===== config.mk =====
export PLATFORM = sky130hd
export DESIGN_NAME = osrx_frontend
export DESIGN_NICKNAME = d
export VERILOG_FILES = /design/src/rtl/osrx_pkg.sv /design/src/rtl/osrx_sync.sv /design/src/rtl/osrx_slot_ctr.sv /design/src/rtl/osrx_vote3.sv /design/src/rtl/osrx_frontend.sv
export SDC_FILE = /design/constraint.sdc
export NUM_CORES = 1
export LEC_CHECK = 0
export BUFFER_PORTS_ARGS = -buffer_cell sky130_fd_sc_hd__buf_2
export CORE_MARGIN = 2
export CORE_UTILIZATION = 45
export CTS_CLUSTER_DIAMETER = 120
export DETAILED_ROUTE_END_ITERATION = 6
export HOLD_SLACK_MARGIN = 0.1
export SLEW_MARGIN = 10
export SYNTH_ARGS = -nofsm -noshare
export SYNTH_HDL_FRONTEND = slang
export SYNTH_HIERARCHICAL = 1
export SYNTH_SLANG_ARGS = --single-unit

===== constraint.sdc =====
create_clock -name clk -period 4.3 [get_ports clk]
set_input_delay 0.86 -clock clk [delete_from_list [all_inputs] [get_ports clk]]
set_output_delay 0.86 -clock clk [all_outputs]
set_load 0.01 [all_outputs]

===== src/rtl/osrx_pkg.sv =====
package osrx_pkg;
    typedef enum logic [1:0] {
        RX_IDLE,
        RX_START,
        RX_DATA,
        RX_STOP
    } rx_state_e;
endpackage


===== src/rtl/osrx_sync.sv =====
module osrx_sync #(
    parameter int   STAGES  = 2,
    parameter logic RST_VAL = 1'b1
) (
    input  logic clk,
    input  logic rst_n,
    input  logic d_i,
    output logic q_o
);
    logic [STAGES-1:0] pipe_q;

    always_ff @(posedge clk or negedge rst_n) begin
        if (!rst_n) begin
            pipe_q <= {STAGES{RST_VAL}};
        end else begin
            pipe_q <= {pipe_q[STAGES-2:0], d_i};
        end
    end

    assign q_o = pipe_q[STAGES-1];
endmodule


===== src/rtl/osrx_slot_ctr.sv =====
module osrx_slot_ctr #(
    parameter int OSR = 16
) (
    input  logic                       clk,
    input  logic                       rst_n,
    input  logic                       tick_i,
    input  logic                       load_i,
    output logic [$clog2(OSR+1)-1:0]   num_o,
    output logic [$clog2(OSR+1)-1:0]   cnt_o
);
    localparam int CW = $clog2(OSR+1);

    logic [CW-1:0] cnt_q;

    // Number carried by the sample taken on this tick
    always_comb begin
        if (load_i || cnt_q == CW'(OSR)) begin
            num_o = CW'(1);
        end else begin
            num_o = cnt_q + CW'(1);
        end
    end

    always_ff @(posedge clk or negedge rst_n) begin
        if (!rst_n) begin
            cnt_q <= CW'(1);
        end else if (tick_i) begin
            cnt_q <= num_o;
        end
    end

    assign cnt_o = cnt_q;

    // a renumbering request restarts the count at 1
    a_r3_load_restart: assert property (@(posedge clk) disable iff (!rst_n)
        (tick_i && load_i) |=> (cnt_q == CW'(1)));

    // the count never leaves 1..OSR
    a_r3_in_range: assert property (@(posedge clk) disable iff (!rst_n)
        (cnt_q >= CW'(1)) && (cnt_q <= CW'(OSR)));
endmodule


===== src/rtl/osrx_vote3.sv =====
module osrx_vote3 (
    input  logic a_i,
    input  logic b_i,
    input  logic c_i,
    output logic maj_o,
    output logic split_o
);
    always_comb begin
        maj_o   = (a_i & b_i) | (a_i & c_i) | (b_i & c_i);
        split_o = !((a_i == b_i) && (b_i == c_i));
    end
endmodule


===== src/rtl/osrx_frontend.sv =====
module osrx_frontend #(
    parameter int OSR         = 16,
    parameter int DATA_BITS   = 8,
    parameter int SYNC_STAGES = 2,
    parameter int VER_A       = 3,
    parameter int VER_B       = 5,
    parameter int VER_C       = 7,
    parameter int STB_A       = 8,
    parameter int STB_B       = 9,
    parameter int STB_C       = 10
) (
    input  logic                 clk,
    input  logic                 rst_n,
    input  logic                 sample_en_i,
    input  logic                 resync_en_i,
    input  logic                 rx_i,
    output logic [DATA_BITS-1:0] data_o,
    output logic                 valid_o,
    output logic                 noise_o,
    output logic                 frame_err_o
);
    import osrx_pkg::*;

    localparam int CW = $clog2(OSR+1);
    localparam int BW = (DATA_BITS > 1) ? $clog2(DATA_BITS) : 1;
    localparam logic [BW-1:0] LAST_BIT = BW'(DATA_BITS-1);

    rx_state_e            st_q, st_n;
    logic                 smp;
    logic                 prev_q;
    logic [2:0]           hist_q;
    logic [1:0]           vs_q;
    logic [DATA_BITS-1:0] sr_q;
    logic [BW-1:0]        bit_idx_q;
    logic                 done_q;
    logic                 noise_acc_q;
    logic [CW-1:0]        num, cnt;
    logic [CW-1:0]        slot_a, slot_b, slot_c;
    logic                 qual, resync_hit, load, adv;
    logic                 maj, split;

    osrx_sync #(.STAGES(SYNC_STAGES), .RST_VAL(1'b1)) sync_i (
        .clk   (clk),
        .rst_n (rst_n),
        .d_i   (rx_i),
        .q_o   (smp)
    );

    osrx_slot_ctr #(.OSR(OSR)) ctr_i (
        .clk    (clk),
        .rst_n  (rst_n),
        .tick_i (sample_en_i),
        .load_i (load),
        .num_o  (num),
        .cnt_o  (cnt)
    );

    osrx_vote3 vote_i (
        .a_i     (vs_q[0]),
        .b_i     (vs_q[1]),
        .c_i     (smp),
        .maj_o   (maj),
        .split_o (split)
    );

    always_comb begin
        if (st_q == RX_START) begin
            slot_a = CW'(VER_A);
            slot_b = CW'(VER_B);
            slot_c = CW'(VER_C);
        end else begin
            slot_a = CW'(STB_A);
            slot_b = CW'(STB_B);
            slot_c = CW'(STB_C);
        end
        qual       = sample_en_i && (st_q == RX_IDLE) && (hist_q == 3'b111) && !smp;
        resync_hit = sample_en_i && resync_en_i && (st_q == RX_DATA) && (smp != prev_q);
        load       = qual || resync_hit;
        adv        = (st_q == RX_DATA) && (num == CW'(1)) && done_q;
    end

    // Next-state logic
    always_comb begin
        st_n = st_q;
        if (sample_en_i) begin
            unique case (st_q)
                RX_IDLE:  if (qual) st_n = RX_START;
                RX_START: begin
                    if (num == slot_c && maj)     st_n = RX_IDLE;
                    else if (num == CW'(OSR))     st_n = RX_DATA;
                end
                RX_DATA:  if (adv && bit_idx_q == LAST_BIT) st_n = RX_STOP;
                RX_STOP:  if (num == slot_c) st_n = RX_IDLE;
            endcase
        end
    end

    // State register
    always_ff @(posedge clk or negedge rst_n) begin
        if (!rst_n) begin
            st_q <= RX_IDLE;
        end else begin
            st_q <= st_n;
        end
    end

    // Datapath and outputs
    always_ff @(posedge clk or negedge rst_n) begin
        if (!rst_n) begin
            prev_q      <= 1'b1;
            hist_q      <= 3'b000;
            vs_q        <= 2'b00;
            sr_q        <= '0;
            bit_idx_q   <= '0;
            done_q      <= 1'b0;
            noise_acc_q <= 1'b0;
            data_o      <= '0;
            valid_o     <= 1'b0;
            noise_o     <= 1'b0;
            frame_err_o <= 1'b0;
        end else begin
            valid_o <= 1'b0;
            if (sample_en_i) begin
                prev_q <= smp;
                if (num == slot_a) vs_q[0] <= smp;
                if (num == slot_b) vs_q[1] <= smp;
                unique case (st_q)
                    RX_IDLE: begin
                        if (qual) begin
                            hist_q      <= 3'b000;
                            noise_acc_q <= 1'b0;
                            done_q      <= 1'b0;
                            bit_idx_q   <= '0;
                        end else begin
                            hist_q <= {hist_q[1:0], smp};
                        end
                    end
                    RX_START: begin
                        if (num == slot_c && !maj) noise_acc_q <= split;
                    end
                    RX_DATA: begin
                        if (adv) begin
                            done_q    <= 1'b0;
                            bit_idx_q <= bit_idx_q + 1'b1;
                        end else if (num == slot_c) begin
                            sr_q        <= {maj, sr_q[DATA_BITS-1:1]};
                            noise_acc_q <= noise_acc_q | split;
                            done_q      <= 1'b1;
                        end
                    end
                    RX_STOP: begin
                        if (num == slot_c) begin
                            data_o      <= sr_q;
                            valid_o     <= 1'b1;
                            noise_o     <= noise_acc_q | split;
                            frame_err_o <= !maj;
                        end
                    end
                endcase
            end
        end
    end

    // START is entered only from a low sample after three highs, numbered 1
    a_r2_qual_entry: assert property (@(posedge clk) disable iff (!rst_n)
        (st_q == RX_START && $past(st_q) == RX_IDLE)
        |-> ($past(hist_q) == 3'b111 && !$past(smp) && cnt == CW'(1)));

    // every return to IDLE starts with an empty high-sample history
    a_r4_fresh_history: assert property (@(posedge clk) disable iff (!rst_n)
        (st_q == RX_IDLE && $past(st_q) != RX_IDLE) |-> (hist_q == 3'b000));

    // STOP follows only the last data bit
    a_r6_stop_after_last: assert property (@(posedge clk) disable iff (!rst_n)
        (st_q == RX_STOP && $past(st_q) == RX_DATA) |-> ($past(bit_idx_q) == LAST_BIT));

    // the frame strobe lasts one clock
    a_r9_single_strobe: assert property (@(posedge clk) disable iff (!rst_n)
        valid_o |=> !valid_o);

    // delivered values move only with the strobe
    a_r9_hold_between: assert property (@(posedge clk) disable iff (!rst_n)
        !valid_o |-> ($stable(data_o) && $stable(noise_o) && $stable(frame_err_o)));
endmodule


### Word-level counts from Yosys, hierarchy flattened

Index checks and enable logic that the tools add are counted.

* $add $sub $neg: 2
* equal/unequal tests: 23
* muxes and demuxes: 25
* bitwise gates (word level): 7
* reductions and logical operators: 29

Operator list (number)
* logical AND 1 bit: 12
* two-way mux 4 bit: 3
* AND reduction 4 bit: 3
* equality test 5 x 4 -> 1 bit: 2
* equality test 5 bit (second input constant): 2
* two-way mux 2 bit: 5
* two-way mux 1 bit: 9
* two-way mux 3 bit: 3
* inequality test 2 bit (second input constant): 4
* case mux 2 bit (4 select lines): 1
* equality test 3 bit (second input constant): 2
* inequality test 2 x 1 -> 1 bit (second input constant): 3
* case mux 3 bit (2 select lines): 1
* AND reduction 2 bit: 3
* AND reduction 6 bit: 1
* adder 5 x 1 -> 5 bit (second input constant): 1
* equality test 5 x 1 -> 1 bit (second input constant): 1
* equality test 5 bit: 1
* two-way mux 5 bit: 1
* AND reduction 5 bit: 1
* equality test 2 bit (second input constant): 2
* adder 3 x 1 -> 3 bit (second input constant): 1
* bitwise AND 1 bit: 3
* zero test 1 bit: 3
* other kinds (14): 18

* register bits: 39
* input bits: 5
* output and inout bits: 11
* word-level logic and storage cells: 101

### Depth between registers and ports, before layout

* word-level depth: 13
* depth in mapped cells: 14
* gate-level depth less buffers: 11

### Cells and area by module

The synthesis kept the hierarchy.

Modules (own cells, without submodules)
* osrx_frontend: instances 1, cells an instance 142, area each 1627.8 sq um, seq. area each 802.0 sq um
* osrx_slot_ctr: instances 1, cells an instance 38, area each 352.8 sq um, seq. area each 126.4 sq um
* osrx_sync: instances 1, cells an instance 2, area each 52.6 sq um, seq. area each 52.6 sq um
* osrx_vote3: instances 1, cells an instance 4, area each 40.0 sq um, seq. area each 0.0 sq um

### Least setup slack after synthesis

Ideal clock, no wire load.

* path kind: input to register
* from: input port sample_en_i
* to: register data_o[2]
* library setup time: 0.125 ns
* arrival time: 3.365 ns
* required time: 4.175 ns
* slack: 0.810 ns
* stages: 11
* buffers on the path: 3
* path through: clkbuf_1 > nand2_1 > o22ai_1 > or2_4 > nor2_1 > buf_6 > or4b_4 > a21oi_2 > and3_1 > buf_6 > mux2_2

* cells in the longest elaborated chain, start to end: 8
* elaborated cells between the ends (all ways): 11
* classes of those cells: eq/ne (1); mux (1); reduce/logical (9)

RTL lines
* start: declaration: RTL line osrx_frontend.sv:14 `input logic sample_en_i,`
* logical AND 1 bit, on equally long branches (3 in series): RTL line osrx_frontend.sv:76, osrx_frontend.sv:77
* logical OR 1 bit *: RTL line osrx_frontend.sv:78 `load = qual || resync_hit;`
* via load: RTL line osrx_frontend.sv:39 `logic qual, resync_hit, load, adv;`
* logical OR 1 bit *: RTL line osrx_slot_ctr.sv:17 `if (load_i || cnt_q == CW'(OSR)) begin`
* two-way mux 5 bit *: RTL line osrx_slot_ctr.sv:17
* via num[2]: RTL line osrx_frontend.sv:37 `logic [CW-1:0] num, cnt;`
* equality test 5 bit *: RTL line osrx_frontend.sv:152 `if (num == slot_c) begin`
* AND reduction 3 bit (no source line) *
* end signal: assignment: RTL line osrx_frontend.sv:153 `data_o <= sr_q;`
* end: declaration: RTL line osrx_frontend.sv:17 `output logic [DATA_BITS-1:0] data_o,`

Mark *: on every way through the listed nets, which the timed path passes. The rest lies on a longest branch.
A chain may end at the register's enable or synchronous reset.

### Final worst setup path

* from: register st_q[0]
* to: register data_o[7]

* cells in the longest elaborated chain, start to end: 9
* elaborated cells between the ends (all ways): 15
* classes of those cells: eq/ne (4); mux (2); reduce/logical (9)

RTL lines
* start: declaration: RTL line osrx_frontend.sv:28 `rx_state_e st_q, st_n;`
* start signal: assignment: RTL line osrx_frontend.sv:103 `st_q <= st_n;`
* zero test 2 bit: RTL line osrx_frontend.sv:76 `qual = sample_en_i && (st_q == RX_IDLE) && (hist_q == 3'b111) && !smp;`
* logical AND 1 bit (3 in series): RTL line osrx_frontend.sv:76
* logical OR 1 bit *: RTL line osrx_frontend.sv:78
* via load: RTL line osrx_frontend.sv:39
* logical OR 1 bit *: RTL line osrx_slot_ctr.sv:17
* two-way mux 5 bit *: RTL line osrx_slot_ctr.sv:17
* via num[3]: RTL line osrx_frontend.sv:37
* equality test 5 bit *: RTL line osrx_frontend.sv:152
* AND reduction 3 bit (no source line) *

Marked as above.

==> results.yml <==
outcome:
  outcome: "complete, no violations"
sta:
  finalHoldViolations: 0
  worst_pin_slew_ps: 858
  fmax_ghz: 0.266
  holdWs_ps: 361
  period_minus_slack_ps: 3760
  clock_skew_ps: 10.9
  maxSlewViolCount: 0
  setup_ws_ps: 536
  fin_tns_setup_ps: 0
  slew-limit-headroom: 0.428
  grt_setup_unrepaired: "no"
  setup_violations: 0
  timing.final.crit_share: 0.875
pwr:
  fin_total_pwr_mw: 1.35
  p_per_area_mw_per_mm2: 588
  max-vdd-ir-drop_mv: 0.208
  p_leak_nw: 1.09
critical_path:
  cp_cell_sequence: "inv_1 > ha_1 > nand3_1 > o22ai_1 > buf_4 > or2_4 > nor2_1 > or4b_4 > a21oi_2 > and3_1 > mux2_2"
  cp-end-kind: "flip-flop"
  worstReg2RegEnd: "data_o[7]"
  slowest_delay_ps: 570
  crit_slowest_cell: "and3_1"
  crit_path_start_kind: "flip-flop"
  reg2reg_setup_slack_ps: 540
  path_class: "reg -> reg"
  worstRegToRegCells: 11
  arrival_ps: 3940
  critPathMaxFanout: 13
  cp.required_ps: 4470
  worstReg2RegStart: "st_q[0]"
final_layout:
  nets: 219
  area_delta_synth_final_pct: 10.6
  drive_gt1_frac: 0.278
  final_core_util: 0.523
  antennaDiodeCount: 0
  fillCellCount: 393
yosys:
  postSynthCellCount: 186
  ys_ff_latch: 39
  synth_largest_area_cell: "dfrtp_1"
  synth.distinct_cells: 50
  syn_nets: 201
  synth-warning-count: 6
  ys_seq_area_frac: 0.473
  synth.most_common_cell: "dfrtp_1"
  yosys-top-cells-area: "dfrtp_1, mux2_2, ha_1"
  synth_top_area_frac: 0.422
  syn_area_mm2: 0.00207
  synth_top_cells_by_count: "dfrtp_1, mux2_2, o21ai_0"
  synth_edf_count: 0
  async_reset_ff_frac: 1.00
  synthFlopType: "dfrtp_1"
  synth_area_per_cell_um2: 11.1
die:
  die_h_um: 71.9
  die_w_um: 71.9
  core_mm2: 0.00438
  start_util: 0.473
  dieArea_mm2: 0.00517
  ios: 16
  row_count: 24
grt:
  antenna_found_initial: 0
  grt_max_degree: 40
  grt_overflow: 0
  grt_pass1_wl_um: 6640
  grt_pass1_vias: 1475
  grt.total_usage: 0.166
clocking:
  htree_levels: 2
  cts.sinks: 39
  clk_pin_slew_ps: 70
  root_buffer: "clkbuf_8"
  cts-buffers-inserted: 5
  hold_buffers: 0
  cts_tree: "yes"
  cts_resized: 0
  post_cts_buffers: 0
  max-clock-path-buffers: 2
  clock_latency_ps: 290
route:
  wl_per_cell_um: 15.0
  route.detailed.drc: 0
  vias: 1497
  viasPerCell: 5.82
  routed_wl_um: 3860
  dr.pass1.iters: 4
  drt_iter0_markers: 76
  ant_nets: 0
hold_path:
  worstHoldStart: "sync_i/pipe_q[0]"
  worst_hold_path.num_cells: 0
  min_to: "sync_i/pipe_q[1]"
  hp-class: "reg -> reg"
placed_design:
  dpl.hpwl_um: 2710
  port_buffers: 15
  dpl_worst_slack_ps: 343
  gp_congestion: 0.747
job:
  cap_violations: 0
power by group:
part           leakage (nW)  switching [mW]  total, mW  internal (mW)
Clock                0.0524           0.124      0.298          0.174
Combinational         0.530           0.325      0.543          0.219
Sequential            0.508          0.0701      0.508          0.438
Total                  1.09           0.519       1.35          0.830
routing by layer:
layer  share of wire  track usage
met2            0.49        0.282
met4           0.019       0.0692
met1            0.44        0.195
met3           0.049       0.0492
met5               0            0
logic make-up after synthesis:
logic type               Yosys count  share of synthesized area
multiplexers                      21                      0.113
XOR/XNOR                           3                     0.0127
flip-flops                        39                      0.473
AND/OR/NAND/NOR                   60                      0.180
buffers and inverters             15                     0.0344
AO/OA/AOI/OAI                     38                      0.127
adder cells (fa/ha/maj)           10                     0.0604
placed cells by master, fill, tap and decap left out, types with 5 or more instances in the layout:
cell type,count
a21oi_1,5
buf_2,15
clkbuf_8,5
dfrtp_1,35
ha_1,10
inv_1,10
mux2_2,18
nand2_1,11
nand3_1,8
nor2_1,10
o21ai_0,12
sequential cells by signal, summed over array words and instances (netlist names), named ones only:
signal and cells:
sr_q 8, ctr_i/cnt_o 5, noise_acc_q 1, bit_idx_q 3
valid_o 1, prev_q 1, sync_i/pipe_q 2, data_o 8
done_q 1, noise_o 1, hist_q 3, frame_err_o 1
vs_q 2, st_q 1
worst max-delay path, delay by kind of cell, from the launching register on:
| kind | cells | cell delay [ps] |
|---|---|---|
| AND/OR/NAND/NOR | 5 | 1850 |
| flip-flops | 1 | 430 |
| multiplexers | 1 | 400 |
| adder cells (fa/ha/maj) | 1 | 390 |
| AO/OA/AOI/OAI | 2 | 300 |
| buffers and inverters | 2 | 260 |
final cells by class:
class | instances | area (um^2) | share of cell area
clock buffer | 7 | 76.3 | 0.0333
clock inverter | 1 | 30.0 | 0.0131
inverter | 10 | 37.5 | 0.0164
tap | 52 | 65.1 | 0.0284
multi-input combinational | 132 | 1020 | 0.445
timing repair buffer | 16 | 82.6 | 0.0360
sequential | 39 | 981 | 0.428
through the flow:
stage | instances | area, um^2
final | 257 | 2290
after detailed placement | 249 | 2190
after CTS | 257 | 2290
after global placement | 249 | 2190
after floorplan | 186 | 2070
after global routing | 257 | 2290
how the worst max path moves through the flow:
stage | start | cells past startpoint | endpoint | slack [ps]
floorplan | sample_en_i | 11 | data_o[2] | 810
finish | st_q[0] | 11 | data_o[7] | 540
global placement | sample_en_i | 10 | data_o[7] | 540
global route | st_q[0] | 11 | data_o[7] | 320
detailed placement | sample_en_i | 10 | data_o[7] | 340
CTS | st_q[0] | 11 | data_o[7] | 560
No activity file was read; power rests on OpenSTA's default activity.
